===== src/rtl/pcie_obwin_pkg.sv =====
package pcie_obwin_pkg;

    typedef enum logic [0:0] {
        ST_IDLE    = 1'b0,
        ST_PRESENT = 1'b1
    } look_state_e;

    // word offsets of the fixed control words
    localparam int OFF_CFG_BH  = 0;
    localparam int OFF_CFG_BL  = 1;
    localparam int OFF_CFG_MSK = 2;
    localparam int OFF_MSG_BH  = 3;
    localparam int OFF_MSG_BL  = 4;
    localparam int OFF_MSG_MSK = 5;
    localparam int OFF_WIN0    = 8;
    localparam int WIN_STRIDE  = 4;

    // size encoded by a mask word: two's complement with the enable bit cleared
    function automatic logic [31:0] mask_to_size(input logic [31:0] m);
        return (~(m & 32'hFFFF_FFFE)) + 32'h1;
    endfunction

endpackage


===== src/rtl/obw_regfile.sv =====
module obw_regfile
    import pcie_obwin_pkg::*;
#(
    parameter int NWIN = 3,
    parameter int RAW  = 5
) (
    input  logic                       clk,
    input  logic                       rst_n,
    input  logic                       wr,
    input  logic [RAW-1:0]             addr,
    input  logic [31:0]                wdata,
    output logic [31:0]                rdata,
    output logic [31:0]                cfg_mask,
    output logic [31:0]                reg_mask,
    output logic [NWIN-1:0][63:0]      win_base,
    output logic [NWIN-1:0][63:0]      win_mask
);

    localparam int OFF_REG_BH  = OFF_WIN0 + WIN_STRIDE * NWIN;
    localparam int OFF_REG_BL  = OFF_REG_BH + 1;
    localparam int OFF_REG_MSK = OFF_REG_BH + 2;

    localparam logic [RAW-1:0] A_CFG_BH  = RAW'(OFF_CFG_BH);
    localparam logic [RAW-1:0] A_CFG_BL  = RAW'(OFF_CFG_BL);
    localparam logic [RAW-1:0] A_CFG_MSK = RAW'(OFF_CFG_MSK);
    localparam logic [RAW-1:0] A_MSG_BH  = RAW'(OFF_MSG_BH);
    localparam logic [RAW-1:0] A_MSG_BL  = RAW'(OFF_MSG_BL);
    localparam logic [RAW-1:0] A_MSG_MSK = RAW'(OFF_MSG_MSK);
    localparam logic [RAW-1:0] A_REG_BH  = RAW'(OFF_REG_BH);
    localparam logic [RAW-1:0] A_REG_BL  = RAW'(OFF_REG_BL);
    localparam logic [RAW-1:0] A_REG_MSK = RAW'(OFF_REG_MSK);

    logic [63:0] cfg_base_q;
    logic [63:0] msg_base_q;
    logic [63:0] reg_base_q;
    logic [31:0] cfg_mask_q;
    logic [31:0] msg_mask_q;
    logic [31:0] reg_mask_q;

    // fixed spaces: each half has its own write select
    always_ff @(posedge clk) begin
        if (!rst_n) begin
            cfg_base_q <= '0;
            msg_base_q <= '0;
            reg_base_q <= '0;
            cfg_mask_q <= '0;
            msg_mask_q <= '0;
            reg_mask_q <= '0;
        end else if (wr) begin
            if (addr == A_CFG_BH)  cfg_base_q[63:32] <= wdata;
            if (addr == A_CFG_BL)  cfg_base_q[31:0]  <= wdata;
            if (addr == A_CFG_MSK) cfg_mask_q        <= wdata;
            if (addr == A_MSG_BH)  msg_base_q[63:32] <= wdata;
            if (addr == A_MSG_BL)  msg_base_q[31:0]  <= wdata;
            if (addr == A_MSG_MSK) msg_mask_q        <= wdata;
            if (addr == A_REG_BH)  reg_base_q[63:32] <= wdata;
            if (addr == A_REG_BL)  reg_base_q[31:0]  <= wdata;
            if (addr == A_REG_MSK) reg_mask_q        <= wdata;
        end
    end

    // outbound windows: one register group per window
    for (genvar g = 0; g < NWIN; g++) begin : g_win
        localparam logic [RAW-1:0] A_BH = RAW'(OFF_WIN0 + WIN_STRIDE * g);
        localparam logic [RAW-1:0] A_BL = RAW'(OFF_WIN0 + WIN_STRIDE * g + 1);
        localparam logic [RAW-1:0] A_MH = RAW'(OFF_WIN0 + WIN_STRIDE * g + 2);
        localparam logic [RAW-1:0] A_ML = RAW'(OFF_WIN0 + WIN_STRIDE * g + 3);

        logic [63:0] base_q;
        logic [63:0] mask_q;

        always_ff @(posedge clk) begin
            if (!rst_n) begin
                base_q <= '0;
                mask_q <= '0;
            end else if (wr) begin
                if (addr == A_BH) base_q[63:32] <= wdata;
                if (addr == A_BL) base_q[31:0]  <= wdata;
                if (addr == A_MH) mask_q[63:32] <= wdata;
                if (addr == A_ML) mask_q[31:0]  <= wdata;
            end
        end

        assign win_base[g] = base_q;
        assign win_mask[g] = mask_q;
    end

    // readback; unmapped offsets stay zero
    always_comb begin
        rdata = '0;
        if (addr == A_CFG_BH)  rdata = cfg_base_q[63:32];
        if (addr == A_CFG_BL)  rdata = cfg_base_q[31:0];
        if (addr == A_CFG_MSK) rdata = cfg_mask_q;
        if (addr == A_MSG_BH)  rdata = msg_base_q[63:32];
        if (addr == A_MSG_BL)  rdata = msg_base_q[31:0];
        if (addr == A_MSG_MSK) rdata = msg_mask_q;
        if (addr == A_REG_BH)  rdata = reg_base_q[63:32];
        if (addr == A_REG_BL)  rdata = reg_base_q[31:0];
        if (addr == A_REG_MSK) rdata = reg_mask_q;
        for (int w = 0; w < NWIN; w++) begin
            if (addr == RAW'(OFF_WIN0 + WIN_STRIDE * w))     rdata = win_base[w][63:32];
            if (addr == RAW'(OFF_WIN0 + WIN_STRIDE * w + 1)) rdata = win_base[w][31:0];
            if (addr == RAW'(OFF_WIN0 + WIN_STRIDE * w + 2)) rdata = win_mask[w][63:32];
            if (addr == RAW'(OFF_WIN0 + WIN_STRIDE * w + 3)) rdata = win_mask[w][31:0];
        end
    end

    assign cfg_mask = cfg_mask_q;
    assign reg_mask = reg_mask_q;

endmodule


===== src/rtl/obw_size_calc.sv =====
module obw_size_calc
    import pcie_obwin_pkg::*;
#(
    parameter logic [31:0] CFG_MAX_SIZE     = 32'h1000_0000,
    parameter logic [31:0] REG_SPECIAL_MASK = 32'h0000_7001,
    parameter logic [31:0] REG_SPECIAL_SIZE = 32'd4096
) (
    input  logic [31:0] cfg_mask,
    input  logic [31:0] reg_mask,
    output logic        cfg_en,
    output logic [31:0] cfg_size,
    output logic [31:0] reg_size
);

    logic [31:0] cfg_raw;

    always_comb begin
        cfg_raw  = mask_to_size(cfg_mask);
        cfg_en   = cfg_mask[0];
        cfg_size = (cfg_raw > CFG_MAX_SIZE) ? CFG_MAX_SIZE : cfg_raw;
        reg_size = (reg_mask == REG_SPECIAL_MASK) ? REG_SPECIAL_SIZE
                                                  : mask_to_size(reg_mask);
    end

endmodule


===== src/rtl/obw_window_match.sv =====
module obw_window_match #(
    parameter int NWIN = 3
) (
    input  logic [63:0]               addr,
    input  logic [NWIN-1:0][63:0]     win_base,
    input  logic [NWIN-1:0][63:0]     win_mask,
    output logic [NWIN-1:0]           hit_vec,
    output logic [NWIN-1:0][63:0]     off_vec
);

    for (genvar g = 0; g < NWIN; g++) begin : g_cmp
        assign hit_vec[g] = win_mask[g][0] &&
                            ((addr & win_mask[g]) == (win_base[g] & win_mask[g]));
        assign off_vec[g] = addr & ~win_mask[g];
    end

endmodule


===== src/rtl/obw_hit_pipe.sv =====
module obw_hit_pipe
    import pcie_obwin_pkg::*;
#(
    parameter int NWIN = 3
) (
    input  logic                      clk,
    input  logic                      rst_n,
    input  logic                      in_valid,
    input  logic [NWIN-1:0]           hit_vec,
    input  logic [NWIN-1:0][63:0]     off_vec,
    output logic                      hit_valid,
    output logic [NWIN-1:0]           hit_sel,
    output logic [63:0]               hit_off
);

    look_state_e state_q, state_d;
    logic [NWIN-1:0] sel_d;
    logic [63:0]     off_d;

    // lowest-numbered hitting window wins: scan from the top down
    always_comb begin
        sel_d = '0;
        off_d = '0;
        for (int w = NWIN - 1; w >= 0; w--) begin
            if (hit_vec[w]) begin
                sel_d    = '0;
                sel_d[w] = 1'b1;
                off_d    = off_vec[w];
            end
        end
    end

    always_comb begin
        unique case (state_q)
            ST_IDLE:    state_d = in_valid ? ST_PRESENT : ST_IDLE;
            ST_PRESENT: state_d = in_valid ? ST_PRESENT : ST_IDLE;
            default:    state_d = ST_IDLE;
        endcase
    end

    always_ff @(posedge clk) begin
        if (!rst_n) state_q <= ST_IDLE;
        else        state_q <= state_d;
    end

    always_ff @(posedge clk) begin
        if (!rst_n) begin
            hit_sel <= '0;
            hit_off <= '0;
        end else if (in_valid) begin
            hit_sel <= sel_d;
            hit_off <= off_d;
        end
    end

    assign hit_valid = (state_q == ST_PRESENT);

endmodule


===== src/rtl/pcie_obwin_decoder.sv =====
module pcie_obwin_decoder
    import pcie_obwin_pkg::*;
#(
    parameter int          NWIN             = 3,
    parameter int          RAW              = 5,
    parameter logic [31:0] CFG_MAX_SIZE     = 32'h1000_0000,
    parameter logic [31:0] REG_SPECIAL_MASK = 32'h0000_7001,
    parameter logic [31:0] REG_SPECIAL_SIZE = 32'd4096
) (
    input  logic             clk,
    input  logic             rst_n,
    input  logic             reg_wr,
    input  logic [RAW-1:0]   reg_addr,
    input  logic [31:0]      reg_wdata,
    output logic [31:0]      reg_rdata,
    input  logic             in_valid,
    input  logic [63:0]      in_addr,
    output logic             hit_valid,
    output logic [NWIN-1:0]  hit_sel,
    output logic [63:0]      hit_off,
    output logic             cfg_win_en,
    output logic [31:0]      cfg_win_size,
    output logic [31:0]      reg_win_size
);

    logic [31:0]            cfg_mask;
    logic [31:0]            reg_mask;
    logic [NWIN-1:0][63:0]  win_base;
    logic [NWIN-1:0][63:0]  win_mask;
    logic [NWIN-1:0]        hit_vec;
    logic [NWIN-1:0][63:0]  off_vec;

    obw_regfile #(.NWIN(NWIN), .RAW(RAW)) u_regs (
        .clk      (clk),
        .rst_n    (rst_n),
        .wr       (reg_wr),
        .addr     (reg_addr),
        .wdata    (reg_wdata),
        .rdata    (reg_rdata),
        .cfg_mask (cfg_mask),
        .reg_mask (reg_mask),
        .win_base (win_base),
        .win_mask (win_mask)
    );

    obw_size_calc #(
        .CFG_MAX_SIZE     (CFG_MAX_SIZE),
        .REG_SPECIAL_MASK (REG_SPECIAL_MASK),
        .REG_SPECIAL_SIZE (REG_SPECIAL_SIZE)
    ) u_size (
        .cfg_mask (cfg_mask),
        .reg_mask (reg_mask),
        .cfg_en   (cfg_win_en),
        .cfg_size (cfg_win_size),
        .reg_size (reg_win_size)
    );

    obw_window_match #(.NWIN(NWIN)) u_match (
        .addr     (in_addr),
        .win_base (win_base),
        .win_mask (win_mask),
        .hit_vec  (hit_vec),
        .off_vec  (off_vec)
    );

    obw_hit_pipe #(.NWIN(NWIN)) u_pipe (
        .clk       (clk),
        .rst_n     (rst_n),
        .in_valid  (in_valid),
        .hit_vec   (hit_vec),
        .off_vec   (off_vec),
        .hit_valid (hit_valid),
        .hit_sel   (hit_sel),
        .hit_off   (hit_off)
    );

endmodule


===== config.mk =====
export PLATFORM = sky130hd
export DESIGN_NAME = pcie_obwin_decoder
export DESIGN_NICKNAME = d
export VERILOG_FILES = /design/src/rtl/pcie_obwin_pkg.sv /design/src/rtl/obw_regfile.sv /design/src/rtl/obw_size_calc.sv /design/src/rtl/obw_window_match.sv /design/src/rtl/obw_hit_pipe.sv /design/src/rtl/pcie_obwin_decoder.sv
export SDC_FILE = /design/constraint.sdc
export NUM_CORES = 2
export LEC_CHECK = 0
export ABC_AREA = 1
export ABC_CLOCK_PERIOD_IN_PS = 3150
export BUFFER_PORTS_ARGS = -buffer_cell sky130_fd_sc_hd__buf_2
export CAP_MARGIN = 40
export CORE_MARGIN = 10
export CORE_UTILIZATION = 45
export DETAILED_ROUTE_END_ITERATION = 7
export GPL_ROUTABILITY_DRIVEN = 0
export PLACE_DENSITY = 0.6
export SYNTH_ARGS = -nofsm -noshare
export SYNTH_HDL_FRONTEND = slang
export SYNTH_SLANG_ARGS = --single-unit

===== constraint.sdc =====
create_clock -name clk -period 3.15 [get_ports clk]
set_input_delay 0.315 -clock clk [delete_from_list [all_inputs] [get_ports clk]]
set_output_delay 0.315 -clock clk [all_outputs]
set_load 0.03 [all_outputs]

# Word-level counts from Yosys, hierarchy flattened
# Index checks and enable logic that the tools add are counted.
dict set report word_totals {
  ff_bits 740
  inputBits 105
  output_inout_bits 165
  elab_cells 120
}
dict set report classes {
  add_sub_neg 2
  order_cmp 1
  eq_ne 24
  mux 30
  n_bitwise 14
  reduce_logical 25
}
# cell count
set op_table {}
lappend op_table {{two-way mux 32 bit} 23}
lappend op_table {{bitwise AND 64 bit} 9}
lappend op_table {{== test 64 bit} 3}
lappend op_table {{two-way mux 64 bit} 3}
lappend op_table {{inverter 64 bit} 3}
lappend op_table {{adder 32 x 1 -> 32 bit, second input constant} 2}
lappend op_table {{inverter 32 bit} 2}
lappend op_table {{AND reduction 2 bit} 21}
lappend op_table {{== test 5 x 4 -> 1 bit, second input constant} 8}
lappend op_table {{== test 5 bit, second input constant} 7}
lappend op_table {{== test 32 x 15 -> 1 bit, second input constant} 1}
lappend op_table {{greater-than comparator 32 x 29 -> 1 bit, second input constant} 1}
lappend op_table {{== test 5 x 2 -> 1 bit, second input constant} 2}
lappend op_table {{== test 5 x 3 -> 1 bit, second input constant} 2}
lappend op_table {{two-way mux 3 bit} 3}
lappend op_table {{== test 5 x 1 -> 1 bit, second input constant} 1}
lappend op_table {{zero test 5 bit} 1}
lappend op_table {{logical AND 1 bit} 3}
lappend op_table {{two-way mux 1 bit} 1}

# Logic depth before layout (Yosys ltp)
dict set report logic_depth {
  word_depth 22
  ltp_mapped 17
}

# By module
# Synthesis repeated with hierarchy kept, for this count alone.
dict set report unflattened {
  cells_unflattened 6529
  hier_area_um2 40007.1
}
# module instances cells_each area_per_inst_um2 seq_area_each_um2
set modules_own_cells {}
lappend modules_own_cells {obw_regfile 1 4253 29085.4 13452.9}
lappend modules_own_cells {obw_window_match 1 1168 4723.3 0.0}
lappend modules_own_cells {obw_hit_pipe 1 650 3923.8 1361.3}
lappend modules_own_cells {obw_size_calc 1 458 2274.7 0.0}

# Worst setup path before layout
# OpenSTA, ideal clock, no wires.
dict set report synth_timing {
  path_type {reg2out}
  from {register u_regs.cfg_mask_q[1] (netlist: u_regs.cfg_mask[1])}
  to {output cfg_win_size[19]}
  t_arrival_ns 2.881
  required_ns 2.835
  slack_ns -0.046
  stages_incl_launch_ff 14
  path_cell_list {dfxtp_1 inv_1 ha_1 nand3_4 nor2_4 nand2_4 nor2_4 nand2_2 nor4_4 nand4_1 a21oi_2 nand4_2 clkbuf_1 a21oi_1}
}
dict set report synth_between {
  elab_chain_len 4
}
# item line
set synth_rtl {}
lappend synth_rtl {{start: declaration} obw_regfile.sv:36} ;# logic [31:0] cfg_mask_q;
lappend synth_rtl {{start signal: assignment} obw_regfile.sv:52} ;# if (addr == A_CFG_MSK) cfg_mask_q <= wdata;
lappend synth_rtl {{inverter 32 bit *} pcie_obwin_pkg.sv:20} ;# return (~(m & 32'hFFFF_FFFE)) + 32'h1;
lappend synth_rtl {{adder 32 x 1 -> 32 bit *} pcie_obwin_pkg.sv:20}
lappend synth_rtl {{greater-than comparator 32 x 29 -> 1 bit} obw_size_calc.sv:20} ;# cfg_size = (cfg_raw > CFG_MAX_SIZE) ? CFG_MAX_SIZE : cfg_raw;
lappend synth_rtl {{two-way mux 32 bit *} obw_size_calc.sv:20}
lappend synth_rtl {{end: declaration} pcie_obwin_decoder.sv:22} ;# output logic [31:0] cfg_win_size,
# Every way passes the cells marked *; elsewhere a longest branch is shown, timed or not.

# Final worst setup path
dict set report layout_timing {
  from {register u_regs.cfg_mask_q[4] (netlist: u_regs.cfg_mask[4])}
  to {output cfg_win_size[25]}
}
# Same word-level chain as after synthesis.

==> flow_summary.json <==
{
  "fin_crit_ps": 3560,
  "end_kind": "output port",
  "synth_top_family_by_area": "simple AND/OR/NAND/NOR gates",
  "clock_latency_ps": 660,
  "final_common_cell": "nand2_1",
  "cts_buffers": 86,
  "synth_area_leader_cell": "dfxtp_1",
  "post-place-ws_ps": 102,
  "multiInputGateArea_mm2": 0.0208,
  "seqCellArea_mm2": 0.0149,
  "portBuffers": 264,
  "cts_tree": "built",
  "min_path_type": "in2reg",
  "yosys_warnings": 0,
  "crit_required_ps": 2830,
  "final_cell_mix": "nand2_1 (1,068), nor2_1 (869), o21ai_0 (747)",
  "rsz0062_at_grt": "true",
  "clock.fmax_ghz": 0.281,
  "fillers": 8733,
  "grt_max_degree": 113,
  "dp_hpwl_um": 127000,
  "synth_area_leaders": "dfxtp_1 (38%), nand2_1 (11%), o21ai_0 (9.7%), a21oi_1 (9.5%), nor2_1 (9.0%)",
  "drt-pass1-iter-count": 6,
  "fp-row-count": 107,
  "core_area_mm2": 0.0850,
  "die_area_mm2": 0.0978,
  "synth_xor_area_share_pct": 0.750,
  "pin_count": 270,
  "setup_slack_ps": -408,
  "syn_area_mm2": 0.0385,
  "r2r_slack_ps": 270,
  "failed_checks": "setup timing",
  "overflow": 0,
  "ctsLongestPathBuffers": 3,
  "clkSlewWorstSetupHoldPaths_ps": 60,
  "synth-main-ff-cell": "dfxtp_1",
  "ys_seq_elements": 740,
  "grt_pass1_wl_um": 254000,
  "synth_cell_types": 47,
  "finalSetupViolCount": 35,
  "start_util_pct": 45.3,
  "max_slew.worst_pin.slew_ps": 848,
  "cts_num_sinks": 740,
  "async_flop_share_pct": 0,
  "vdd_drop_max_v": 0.000462,
  "postPlaceCellArea_mm2": 0.0414,
  "pwr-share-clk_pct": 44.7,
  "drt-total-wl_um": 175000,
  "drive_above_1_share_pct": 13.9,
  "cp_max_fo": 13,
  "drt_iter0_drc": 5682,
  "grt_pass1_vias": 38800,
  "synth_top_area_share_pct": 38.4,
  "final_antenna_net_count": 0,
  "startpoint": "u_regs.cfg_mask[4]",
  "critical_path_class": "reg2out",
  "synthCells": 6083,
  "finalCritPeriodShare_pct": 113,
  "hold-worst-slack_ps": 27.4,
  "final_nets": 6333,
  "ys_seq_area_share_pct": 38.4,
  "stdcell_area_mm2": 0.0458,
  "grt_usage_pct": 33.7,
  "synth-compound-area-share_pct": 19.8,
  "root_buffer": "clkbuf_16",
  "internal_power_mw": 16.0,
  "vias": 43600,
  "cp-start-kind": "register",
  "viasPerCell": 5.86,
  "wl_per_cell_um": 23.6,
  "cp.arrival_ps": 3240,
  "power_frac_comb_pct": 12.7,
  "cap_viol_max_count": 0,
  "r2r_cells": 11,
  "synth-edff-count": 0,
  "grt_antenna_before_repair": 13,
  "relSlewSlack_pct": 43.3,
  "r2r-start": "u_regs.g_win[0].base_q[26]",
  "die_h_um": 313,
  "status": "finished with violations",
  "die_w_um": 313,
  "drv_slew": 0,
  "hold_viol": 0,
  "power.share.switching_pct": 28.5,
  "drc_errors": 0,
  "power.density_mw_per_mm2": 489,
  "areaGrowthSynthToFinish_pct": 18.8,
  "avgSynthCellArea_um2": 6.34,
  "power.switching_mw": 6.39,
  "yosys.area_share.simple_pct": 30.9,
  "endpoint": "cfg_win_size[25]",
  "r2r_end": "u_pipe.hit_off[23]",
  "skew_ps": 22.6,
  "ctsHtreeMaxLevel": 3,
  "synthAdderAreaFrac_pct": 0.0649,
  "p_seq_share_pct": 42.6,
  "synth.mux.area_fraction_pct": 0,
  "leakage_nw": 18.4
}
worst min path at each step:
stage	start	slack [ps]	end	cells after the start
floorplan	u_regs.msg_base_q[16]	430	u_regs.msg_base_q[16]	2
CTS	in_addr[2]	2	u_pipe.hit_off[2]	5
finish	in_addr[2]	30	u_pipe.hit_off[2]	5
global placement	u_pipe.hit_off[0]	420	u_pipe.hit_off[0]	2
detailed placement	u_pipe.hit_off[0]	420	u_pipe.hit_off[0]	2
global route	in_addr[2]	50	u_pipe.hit_off[2]	5
power groups by stage:
stage | logic, mW | registers [mW] | clock network [mW]
6_report | 2.84 | 9.55 | 10.0
5_1_grt | 2.98 | 9.55 | 10.4
4_1_cts | 2.49 | 9.54 | 10.1
3_5_place_dp | 2.31 | 9.75 | 0
3_3_place_gp | 2.30 | 9.74 | 0
2_1_floorplan | 1.38 | 9.73 | 0
per-layer routing:
metal / up-vias / wire length [µm] / track usage, %
met3: 470 / 18700 / 7.02
li1: 20200 / - / -
met4: 12 / 10100 / 16.6
met5: - / 86 / 0
met2: 2416 / 75900 / 51.2
met1: 20500 / 70600 / 44.9
synthesized netlist by cell type, types with 3 or more instances:
cell       number
a21o_1          7
a21oi_1       734
a221oi_1        4
buf_1          12
buf_2          11
buf_4           5
clkbuf_1      408
clkinv_1        6
dfxtp_1       740
inv_1         562
inv_2           6
nand2_1      1084
nand3_1       415
nand3b_1       30
nand4_1       178
nor2_1        928
nor2_2          5
nor3_1         34
nor3b_1         3
nor4_1         49
nor4b_1         3
o2111ai_1       4
o21a_1          3
o21ai_0       750
or2_2          40
xor2_1         33
state kept, by name (all words and copies together) (netlist names), 64 cells and up:
register             count
u_regs.cfg_base_q       64
u_regs.g_win.mask_q    192
u_regs.reg_base_q       64
u_regs.msg_base_q       64
u_regs.g_win.base_q    192
u_pipe.hit_off          64
per-stage QoR:
stage | power (mW) | std cells | util [%] | TNS [ps]
floorplan | 11.1 | 6087 | - | -366
global placement | 12.0 | 7223 | 48.7 | 0
detailed placement | 12.1 | 7224 | 48.7 | 0
CTS | 22.1 | 7398 | 52.5 | -7200
global route | 22.9 | 7437 | 53.8 | -13170
finish | 22.4 | 7443 | 53.9 | -9470
critical path, stage by stage (launching register included):
cell and delay [ps]:
dfxtp_1 320, inv_2 130, nand4_1 210, buf_4 210, nor3_4 220, xor2_2 250
nand4_1 180, nor4_4 340, nand3_4 170, buf_12 200, a21oi_1 170, buf_4 190
logic make-up after synthesis:
| group | count (synthesis) |
|---|---|
| XOR/XNOR | 33 |
| AND/OR/NAND/NOR | 2783 |
| flip-flops | 740 |
| AO/OA/AOI/OAI | 1512 |
| adder cells (fa/ha/maj) | 2 |
| buffers and inverters | 1012 |
| other | 1 |
final cells by class:
cell class | instances | area share [%]
Multi-Input combinational cell | 4335 | 45.3
Sequential cell | 740 | 32.4
Timing Repair Buffer | 489 | 8.27
Clock buffer | 132 | 5.58
Inverter | 574 | 4.77
Tap cell | 1144 | 3.13
Clock inverter | 22 | 0.454
Antenna cell | 7 | 0.0383
timing repair:
action,CTS,global route
setup buffers,19,34
gates cloned,1,4
pin swaps,18,78
endpoints found under the setup margin,52,63
gates resized for setup,112,211
hold buffers,0,0
Power figures use the tool's default switching activity.
